`src/rtl/sar_adc_host.sv`:
```
module sar_adc_host #(
  parameter int SCK_HALF   = 5,
  parameter int PWRUP_CYC  = 250000,
  parameter int ACQ_CYC    = 20,
  parameter int PERIOD_CYC = 200,
  parameter int SHORT_BITS = 8
) (
  input  logic               clk,
  input  logic               rst_n,
  input  logic               start,
  input  logic               cont,
  input  logic               short_en,
  output logic               busy,
  output logic               sample_valid,
  output logic signed [11:0] sample,
  output logic               adc_cs_n,
  output logic               adc_sclk,
  input  logic               adc_sdo
);
  localparam int RES   = 12;
  localparam int HDR   = 4;
  localparam int FULL  = HDR + RES;
  localparam int SLEN  = HDR + SHORT_BITS;
  localparam int TW    = $clog2(PWRUP_CYC + ACQ_CYC + 1);
  localparam int PW    = $clog2(PERIOD_CYC + 1);
  localparam int HW    = $clog2(SCK_HALF + 1);
  localparam int PHW   = $clog2(2 * FULL + 1);

  typedef enum logic [1:0] {S_PWR, S_IDLE, S_FRAME, S_ACQ} st_t;

  st_t             st;
  logic [TW-1:0]   tmr;
  logic [PW-1:0]   pc;
  logic [HW-1:0]   hc;
  logic [PHW-1:0]  ph;
  logic            dummy, short_q;
  logic [RES-1:0]  d, d_nxt;

  wire             half_end = hc == HW'(SCK_HALF - 1);
  wire [PHW-1:0]   ph_n     = ph + 1'b1;
  wire [PHW-1:0]   last_ph  = (short_q && !dummy) ? PHW'(2 * SLEN) : PHW'(2 * FULL);
  wire [PHW-2:0]   bit_no   = ph_n[PHW-1:1];
  wire             pace_ok  = pc == PW'(PERIOD_CYC - 1);
  wire             launch   = (st == S_IDLE) && (start || (cont && pace_ok));

  assign busy     = st != S_IDLE;
  assign adc_cs_n = st != S_FRAME;
  assign adc_sclk = !(st == S_FRAME && ph[0]);

  always_comb begin
    d_nxt = d;
    for (int i = 0; i < RES; i++)
      if (int'(bit_no) == FULL - i) d_nxt[i] = adc_sdo;
  end

  always_ff @(posedge clk or negedge rst_n) begin
    if (!rst_n) begin
      st           <= S_PWR;
      tmr          <= '0;
      pc           <= '0;
      hc           <= '0;
      ph           <= '0;
      dummy        <= 1'b1;
      short_q      <= 1'b0;
      d            <= '0;
      sample       <= '0;
      sample_valid <= 1'b0;
    end else begin
      sample_valid <= 1'b0;
      if (!pace_ok) pc <= pc + 1'b1;
      case (st)
        S_PWR: begin
          tmr <= tmr + 1'b1;
          if (tmr == TW'(PWRUP_CYC - 1)) begin
            st <= S_FRAME;
            hc <= '0;
            ph <= '0;
            d  <= '0;
            pc <= '0;
          end
        end
        S_IDLE: if (launch) begin
          st      <= S_FRAME;
          hc      <= '0;
          ph      <= '0;
          d       <= '0;
          pc      <= '0;
          short_q <= short_en;
        end
        S_FRAME: begin
          hc <= half_end ? '0 : hc + 1'b1;
          if (half_end) begin
            ph <= ph_n;
            if (ph[0]) d <= d_nxt;
            if (ph_n == last_ph) begin
              st    <= S_ACQ;
              tmr   <= '0;
              dummy <= 1'b0;
              if (!dummy) begin
                sample_valid <= 1'b1;
                sample       <= $signed(d_nxt);
              end
            end
          end
        end
        default: begin
          tmr <= tmr + 1'b1;
          if (tmr == TW'(ACQ_CYC - 1)) st <= S_IDLE;
        end
      endcase
    end
  end
endmodule

```
`config.mk`:
```
export PLATFORM = sky130hd
export DESIGN_NAME = sar_adc_host
export DESIGN_NICKNAME = d
export VERILOG_FILES = /design/src/rtl/sar_adc_host.sv
export SDC_FILE = /design/constraint.sdc
export NUM_CORES = 1
export LEC_CHECK = 0
export BUFFER_PORTS_ARGS = -buffer_cell sky130_fd_sc_hd__buf_2
export CAP_MARGIN = 20
export CORE_MARGIN = 2
export CORE_UTILIZATION = 61
export CTS_CLUSTER_DIAMETER = 80
export DETAILED_ROUTE_END_ITERATION = 16
export GPL_TIMING_DRIVEN = 0
export PLACE_DENSITY_LB_ADDON = 0.15
export SETUP_SLACK_MARGIN = 0.15
export SYNTH_ARGS = -nofsm -noshare
export SYNTH_HDL_FRONTEND = slang
export SYNTH_SLANG_ARGS = --single-unit
export TNS_END_PERCENT = 50
```
`constraint.sdc`:
```
create_clock -name clk -period 3.6 [get_ports clk]
set_input_delay 0.54 -clock clk [delete_from_list [all_inputs] [get_ports clk]]
set_output_delay 0.54 -clock clk [all_outputs]
set_load 0.03 [all_outputs]
```
== Word-level counts from Yosys, hierarchy flattened ==
Index checks and enable logic that the tools add are counted.

* Add/subtract/negate cells: 4
* Equality and inequality tests: 26
* Mux-type cells: 43
* Bitwise logic cells: 2
* Reduce and logical (&&, ||, !) cells: 18

{| class="wikitable"
|+ Operators with widths
! cell !! number
|-
| $mux W12 || 4
|-
| $eq A5 B5 Y1 const B || 9
|-
| $mux W18 || 2
|-
| $pmux W12 S3 || 1
|-
| $pmux W18 S2 || 1
|-
| $mux W6 || 4
|-
| $mux W8 || 3
|-
| $add A18 B1 Y18 const B || 1
|-
| $eq A18 B18 Y1 const B || 1
|-
| $eq A18 B5 Y1 const B || 1
|-
| $pmux W6 S3 || 1
|-
| $mux W1 || 16
|-
| $pmux W8 S2 || 1
|-
| $eq A5 B4 Y1 const B || 3
|-
| $mux W2 || 5
|-
| $ne A2 B2 Y1 const B || 5
|-
| $reduce_and A5 Y1 || 2
|-
| $mux W3 || 3
|-
| $pmux W3 S3 || 1
|-
| $reduce_and A3 Y1 || 3
|-
| $add A8 B1 Y8 const B || 1
|-
| $eq A8 B8 Y1 const B || 1
|-
| $reduce_and A4 Y1 || 2
|-
| $add A6 B1 Y6 const B || 1
|-
| other kinds (15) || 21
|}

* Register bits after elaboration: 64
* Input bits: 6
* Output and inout port bits: 16
* Word-level logic and storage cells: 103

== Logic depth before layout (Yosys ltp) ==
Gate-level depths: netlist (run 1).

* Word-level depth: 7
* Depth in mapped cells: 10
* Depth with buffers taken out: 8

== Least setup slack after synthesis (run 1) ==
Ideal clock, no wire load.

* Kind: register to register
* Start point: register ph[1]
* End point: register sample[10]
* Setup time: 0.137 ns
* Arrival: 2.389 ns
* Required time: 3.463 ns
* Slack: 1.075 ns
* Cell stages (with the launch flop): 9
* Path buffers: 2
* Clock period less this slack: 2.525 ns
* Cell sequence: dfrtp_1 > ha_1 > buf_2 > or3b_1 > a21oi_1 > o2111ai_1 > a2111oi_4 > clkbuf_1 > a21oi_1

* Cells in the longest elaborated chain, start to end: 3
* Elaborated cells on any way between the ends: 5
* Those cells by class: add/sub: 1; eq/ne: 2; mux: 1; reduce/logical: 1

{| class="wikitable"
|+ RTL lines
! item !! line !! text
|-
| start: declaration || 35 || <nowiki>logic [PHW-1:0] ph;</nowiki>
|-
| start signal: assignment || 93 || <nowiki>ph <= ph_n;</nowiki>
|-
| $add A6 B1 Y6 * || 40 || <nowiki>wire [PHW-1:0] ph_n = ph + 1'b1;</nowiki>
|-
| $eq A6 B6 Y1 / $eq A5 B4 Y1 (equally long branches) || 95, 53 ||
|-
| $reduce_and A4 Y1 (no source line) / $mux W1 (equally long branches) || -- ||
|-
| end signal: assignment || 101 || <nowiki>sample <= $signed(d_nxt);</nowiki>
|-
| end: declaration || 15 || <nowiki>output logic signed [11:0] sample,</nowiki>
|}

Every way passes the cells marked *; elsewhere a longest branch is shown, timed or not.
A chain may end at the register's enable or synchronous reset.

== Final worst setup path (run 1) ==
Same ends and word-level chain as after synthesis.

==> results_dict.tcl, run 1 <==
set metrics [dict create \
    synth_edf_count 0 \
    dp_hpwl_um 6080 \
    worst-endpoint-arrival_ns 3.30 \
    post_synth_fa_ha_maj_area_fraction 0.0334 \
    overflow 0 \
    worstHoldPathType "in2async" \
    main_combinational_cell_family_by_area_after_synthesis "simple AND/OR/NAND/NOR gates" \
    chipHeight_um 82.4 \
    number_of_antenna_violations_at_the_first_check_in_global_routing 0 \
    synth-seq-cells 64 \
    timing_worst_slew_pin_value_ns 1.07 \
    detail_route.wl_per_cell_um 16.9 \
    synthesized_netlist_cell_count 407 \
    part_of_the_yosys_area_used_for_sequential_elements 0.428 \
    timing.critical_path.to_type "flop" \
    worstSetupPathType "reg2reg" \
    power.leakage_nw 1.71 \
    yosys-mux-area-fraction 0.0728 \
    upper_clock_frequency_limit_ghz 0.323 \
    crit_chain "ha_1 -> buf_2 -> a21bo_2 -> o32ai_1 -> o2111ai_1 -> a2111oi_4 -> clkbuf_1 -> a21oi_1" \
    yosys-top-cells-area "sky130_fd_sc_hd__dfrtp_1, sky130_fd_sc_hd__mux2i_1, sky130_fd_sc_hd__nor2_1, sky130_fd_sc_hd__nand2_1, sky130_fd_sc_hd__o21ai_0" \
    setup_viol 0 \
    cts_sinks 64 \
    place_congestion 0.973 \
    irDropWorstVdd_mv 0.426 \
    cts_resized 0 \
    most_common_cell_in_the_synthesized_netlist "sky130_fd_sc_hd__dfrtp_1" \
    boundaryPins 22 \
    setup_total_negative_slack_ns 0 \
    floorplan.initialDensity 0.633 \
    synthArstFlopShare 1.00 \
    wirelength_um 8760 \
    clockBufferDepth 2 \
    finalNetCount 455 \
    cts_buffers 9 \
    worstPathMaxFanout 10 \
    avgViaCountPerCell 6.29 \
    finClkSkew_ns 0.00900 \
    drt_pre_antenna_iters 5 \
    synth_simple_gate_area_share 0.219 \
    cp.required_ns 3.80 \
    via_count 3253 \
    dominantRegCellSynth "sky130_fd_sc_hd__dfrtp_1" \
    power_density_mw_per_mm2 685 \
    final_max_slew_viol_count 0 \
    synthDominantAreaCellType "sky130_fd_sc_hd__dfrtp_1" \
    timing.max_slew.rel_slack 0.283 \
    synth-compound-area-share 0.188 \
    count_of_unresolved_drc_violations_after_routing 0 \
    hold-worst-slack_ns 0.280 \
    areaGrowthSynthToFinish_pct 9.98 \
    finalHoldViolations 0 \
    cts_tree "yes" \
    cts_htree_levels 3 \
    avgSynthCellArea_sq_um 9.21 \
    power_w 0.00282 \
    placement.setup.worst_slack_ns 0.615 \
    drive_above_1_share 0.122 \
    rows 28 \
    synth.yosys.warnings 0 \
    coreArea_sq_mm 0.00592 \
    clkSlewWorstSetupHoldPaths_ns 0.07 \
    setup_repair_after_global_routing_missed_its_margin "no" \
    grt_start_max_net_pins 65 \
    portBuffers 21 \
    initialDrtViolationCount 295 \
    grt_pass1_vias 2936 \
    timing.max_cap.violations 0 \
    synthesis.area_sq_mm 0.00375 \
    timing.critical_path.slowest_cell_delay_ns 0.64 \
    cts.root.buffer_cell "sky130_fd_sc_hd__clkbuf_8" \
    crit_slowest_cell "sky130_fd_sc_hd__a2111oi_4" \
    synth_top_cells_by_count "sky130_fd_sc_hd__dfrtp_1, sky130_fd_sc_hd__nor2_1, sky130_fd_sc_hd__nand2_1" \
    grt_usage 0.279 \
    min_period_ns 3.10 \
    holdBufCountCts 0 \
    run_status "complete, no violations" \
    finish.utilization 0.696 \
    worstSkewPairLatency_ns 0.34 \
    yosysTopAreaCellShare 0.421 \
    number_of_buffers_inserted_to_repair_setup_after_cts 0 \
    full_die_area_sq_mm 0.00679 \
    critical_path.startpoint_type "flop" \
    ant_nets 0 \
    chipWidth_um 82.4 \
    grt_pass1_wl_um 14200 \
    setup_slack_ns 0.502 \
    finalCritPeriodShare 0.861 \
    synthXorXnorAreaFrac 0.0234 \
    diodes 0 \
    yosysUniqueCellTypes 59 \
    mappedNetlistNets 423 \
]
[final timing paths]
| check | startpoint | to | cells after the start | slack [ns] |
|---|---|---|---|---|
| min reg2reg | dummy | dummy | 1 | 0.51 |
| min | rst_n | tmr[13] | 1 | 0.28 |
| max | ph[1] | sample[10] | 8 | 0.50 |
| max reg2reg | ph[1] | sample[10] | 8 | 0.50 |
| min in group clk | short_en | short_q | 2 | 0.44 |
| max in group asynchronous | rst_n | d[1] | 1 | 2.78 |
[report_power, final]
| group | internal, W | leakage (nW) | switching, W | total (W) |
|---|---|---|---|---|
| clock network | 0.000300 | 0.0886 | 0.000258 | 0.000558 |
| logic | 0.000450 | 0.835 | 0.000829 | 0.00128 |
| registers | 0.000852 | 0.788 | 0.000135 | 0.000986 |
| total | 0.00160 | 1.71 | 0.00122 | 0.00282 |
[kinds of logic (layout without fill, tap and decap cells)]
logic type / after synthesis / after routing
adder cells (fa/ha/maj): 10 / 10
buffers and inverters: 29 / 64
AO/OA/AOI/OAI: 102 / 102
multiplexers: 27 / 27
AND/OR/NAND/NOR: 165 / 165
flip-flops: 64 / 64
XOR/XNOR: 10 / 10
[critical path, delay by kind of cell (launching register included)]
| kind | cells | cell delay [ns] |
|---|---|---|
| adder cells (fa/ha/maj) | 1 | 0.20 |
| buffers and inverters | 2 | 0.61 |
| flip-flops | 1 | 0.51 |
| AO/OA/AOI/OAI | 5 | 1.64 |
[sequential cells by signal, indices dropped and copies added (netlist names)]
name	cells
sample	12
pc	8
hc	3
dummy	1
ph	6
tmr	18
d	12
sample_valid	1
st	2
short_q	1
[cell type report]
type                    instances  area [sq um]
plain buffers                  18          93.8
inverters                      11          41.3
well taps                      75          93.8
multi-input cells             314          2010
repair buffers                 21           108
clock buffers                  14           173
fillers                       473          1800
flip-flops and latches         64          1600
[cells in the final DEF (no fill, tap or decap), types with 3 or more instances in the layout]
| cell type | n |
|---|---|
| sky130_fd_sc_hd__mux2i_1 | 25 |
| sky130_fd_sc_hd__o2bb2ai_1 | 12 |
| sky130_fd_sc_hd__nor4_1 | 3 |
| sky130_fd_sc_hd__nand2_1 | 37 |
| sky130_fd_sc_hd__nand3b_1 | 3 |
| sky130_fd_sc_hd__or4_1 | 3 |
| sky130_fd_sc_hd__buf_6 | 3 |
| sky130_fd_sc_hd__clkbuf_1 | 12 |
| sky130_fd_sc_hd__a21oi_1 | 25 |
| sky130_fd_sc_hd__xor2_1 | 6 |
| sky130_fd_sc_hd__and3_1 | 4 |
| sky130_fd_sc_hd__nand3_1 | 22 |
| sky130_fd_sc_hd__nand2b_1 | 7 |
| sky130_fd_sc_hd__o31ai_1 | 6 |
| sky130_fd_sc_hd__o21ai_0 | 26 |
| sky130_fd_sc_hd__dfrtp_1 | 63 |
| sky130_fd_sc_hd__xnor2_1 | 4 |
| sky130_fd_sc_hd__nand4_1 | 7 |
| sky130_fd_sc_hd__ha_1 | 10 |
| sky130_fd_sc_hd__a21o_1 | 3 |
| sky130_fd_sc_hd__a22o_1 | 4 |
| sky130_fd_sc_hd__inv_1 | 11 |
| sky130_fd_sc_hd__or3_1 | 5 |
| sky130_fd_sc_hd__a21boi_0 | 3 |
| sky130_fd_sc_hd__buf_2 | 23 |
| sky130_fd_sc_hd__nor2_1 | 47 |
| sky130_fd_sc_hd__and2_1 | 4 |
| sky130_fd_sc_hd__clkbuf_8 | 12 |
| sky130_fd_sc_hd__nor3_1 | 10 |
[stage by stage]
| stage | std cells | instance area (sq um) |
|---|---|---|
| finish | 517 | 4120 |
| global route | 517 | 4120 |
| floorplan | 407 | 3750 |
| global placement | 503 | 3950 |
| CTS | 517 | 4120 |
| detailed placement | 503 | 3950 |
[per-layer routing]
layer	GRT usage	share of wire	vias up
met4	0.0933	0.019	0
li1	-	-	1548
met3	0.0739	0.060	21
met5	0	0	-
met1	0.403	0.47	1570
met2	0.404	0.45	114
Note: power is estimated with default switching activity, not from simulation.
==> run 2, diff against run 1 <==
--- a/config.mk
+++ b/config.mk
@@ -7,8 +7,8 @@
 export LEC_CHECK = 0
 export BUFFER_PORTS_ARGS = -buffer_cell sky130_fd_sc_hd__buf_2
 export CAP_MARGIN = 20
-export CORE_MARGIN = 2
-export CORE_UTILIZATION = 61
+export CORE_MARGIN = 5
+export CORE_UTILIZATION = 35
 export CTS_CLUSTER_DIAMETER = 80
 export DETAILED_ROUTE_END_ITERATION = 16
 export GPL_TIMING_DRIVEN = 0
==> run 2 against run 1 <==
Effect of this change:
- hold slack improved by 0.014 ns
- power rose by 1.7%
- maximum frequency fell by 0.66%
- global-route usage fell by 13 points
- final cell count rose by 12%
- sequential cell count did not move
- setup slack got worse by 0.021 ns
- via count fell by 3.8%
==> results_dict.tcl, run 2 (synthesized netlist as in run 1, its figures left out) <==
set metrics [dict create \
    grt_pass1_wl_um 15300 \
    run_status "complete, no violations" \
    diodes 0 \
    timing_worst_slew_pin_value_ns 1.07 \
    worstHoldPathType "in2async" \
    via_count 3129 \
    largest_registers "tmr (18), d (12), sample (12)" \
    nFillCells 1071 \
    chipHeight_um 113 \
    wirelength_um 8870 \
    clkSlewWorstSetupHoldPaths_ns 0.07 \
    largest_reg_flops 18 \
    setup_repair_after_global_routing_missed_its_margin "no" \
    finalHoldViolations 0 \
    placed_cell_area_sq_mm 0.00403 \
    holdBufCountCts 0 \
    placement.setup.worst_slack_ns 0.539 \
    hold-worst-slack_ns 0.294 \
    full_die_area_sq_mm 0.0129 \
    initialDrtViolationCount 192 \
    timing.critical_path.slowest_cell_delay_ns 0.66 \
    timing.max_cap.violations 0 \
    cts_buffers 9 \
    detail_route.wl_per_cell_um 15.3 \
    finalCritPeriodShare 0.866 \
    critical_path.startpoint_type "flop" \
    cts_resized 0 \
    worstPathMaxFanout 10 \
    clockBufferDepth 2 \
    timing.max_slew.rel_slack 0.281 \
    timing.critical_path.max_delay_family "compound AO/OA/AOI/OAI gates" \
    drt_pre_antenna_iters 4 \
    largest_register "tmr" \
    count_of_unresolved_drc_violations_after_routing 0 \
    upper_clock_frequency_limit_ghz 0.321 \
    coreArea_sq_mm 0.0104 \
    overflow 0 \
    ant_nets 0 \
    chipWidth_um 113 \
    finClkSkew_ns 0.00868 \
    cts.root.buffer_cell "sky130_fd_sc_hd__clkbuf_8" \
    number_of_antenna_violations_at_the_first_check_in_global_routing 0 \
    worstSkewPairLatency_ns 0.34 \
    post-route-cell-area_sq_mm 0.00423 \
    grt_pass1_vias 2929 \
    irDropWorstVdd_mv 0.281 \
    areaGrowthSynthToFinish_pct 12.7 \
    cts_tree "yes" \
    grt_usage 0.147 \
    r2r_setup_slack_ns 0.48 \
    crit_chain "ha_1 -> buf_2 -> a21bo_2 -> o32ai_1 -> o2111ai_1 -> a2111oi_4 -> clkbuf_1 -> a21oi_1" \
    number_of_buffers_inserted_to_repair_setup_after_cts 0 \
    rows 37 \
    cp.required_ns 3.80 \
    avgViaCountPerCell 5.39 \
    layout_commonest_cell "sky130_fd_sc_hd__dfrtp_1" \
    power_w 0.00287 \
    worstSetupPathType "reg2reg" \
    setup_total_negative_slack_ns 0 \
    dp_hpwl_um 6380 \
    final_max_slew_viol_count 0 \
    boundaryPins 22 \
    place_congestion 0.825 \
    setup_slack_ns 0.481 \
    floorplan.initialDensity 0.361 \
    cts_sinks 64 \
    cp.buffers_inverters 2 \
    min_period_ns 3.12 \
    crit_slowest_cell "sky130_fd_sc_hd__a2111oi_4" \
    layout_common_cells "sky130_fd_sc_hd__dfrtp_1, sky130_fd_sc_hd__nor2_1, sky130_fd_sc_hd__nand2_1" \
    portBuffers 21 \
    power.leakage_nw 1.73 \
    drive_above_1_share 0.126 \
    worst-endpoint-arrival_ns 3.32 \
    grt_start_max_net_pins 65 \
    cts_htree_levels 3 \
    setup_viol 0 \
    power_density_mw_per_mm2 680 \
    timing.critical_path.to_type "flop" \
    finalNetCount 455 \
]
[run 2: cell count changes in the layout (fill, tap and decap cells not counted), sizes merged]
cell,previous run,this run
clkbuf,24,23
clkinv,0,2
bufinv,0,1
[run 2: final timing paths]
path                           from        end  cells past startpoint
max                           ph[1]  sample[9]                      8
min in group clk           short_en    short_q                      2
min                           rst_n     tmr[1]                      1
max in group asynchronous     rst_n    tmr[14]                      1
min reg2reg                    d[6]       d[6]                      2
max reg2reg                   ph[1]  sample[9]                      8
[run 2: power breakdown]
part           leakage (nW)  internal [W]  switching [W]
combinational         0.835      0.000449       0.000813
clock                 0.103      0.000356       0.000271
sequential            0.788      0.000851       0.000132
total                  1.73       0.00166        0.00122
[run 2: cell type report]
| type | instances | area [sq um] | area share |
|---|---|---|---|
| buffer | 18 | 93.8 | 0.0222 |
| tap | 136 | 170 | 0.0403 |
| timing repair buffer | 21 | 108 | 0.0255 |
| clock buffer | 13 | 159 | 0.0376 |
| multi-input combinational | 314 | 2010 | 0.476 |
| inverter | 11 | 41.3 | 0.00977 |
| sequential | 64 | 1600 | 0.379 |
| clock inverter | 3 | 40.0 | 0.00948 |
[run 2: worst reg2reg max path: stages (launching register included)]
cell	delay [ns]
sky130_fd_sc_hd__dfrtp_1	0.48
sky130_fd_sc_hd__ha_1	0.19
sky130_fd_sc_hd__buf_2	0.21
sky130_fd_sc_hd__a21bo_2	0.26
sky130_fd_sc_hd__o32ai_1	0.28
sky130_fd_sc_hd__o2111ai_1	0.37
sky130_fd_sc_hd__a2111oi_4	0.66
sky130_fd_sc_hd__clkbuf_1	0.41
sky130_fd_sc_hd__a21oi_1	0.12
[run 2: per-layer routing]
metal  track usage  share of wire
met4        0.0569          0.015
met1         0.221           0.52
met5             0              0
met3        0.0281          0.039
met2         0.208           0.43
[run 2: metrics by stage]
stage / util / std cells
final: 0.407 / 580
after global routing: 0.407 / 580
after CTS: 0.407 / 580
after detailed placement: 0.388 / 564
after global placement: 0.388 / 564
after floorplan: - / 407
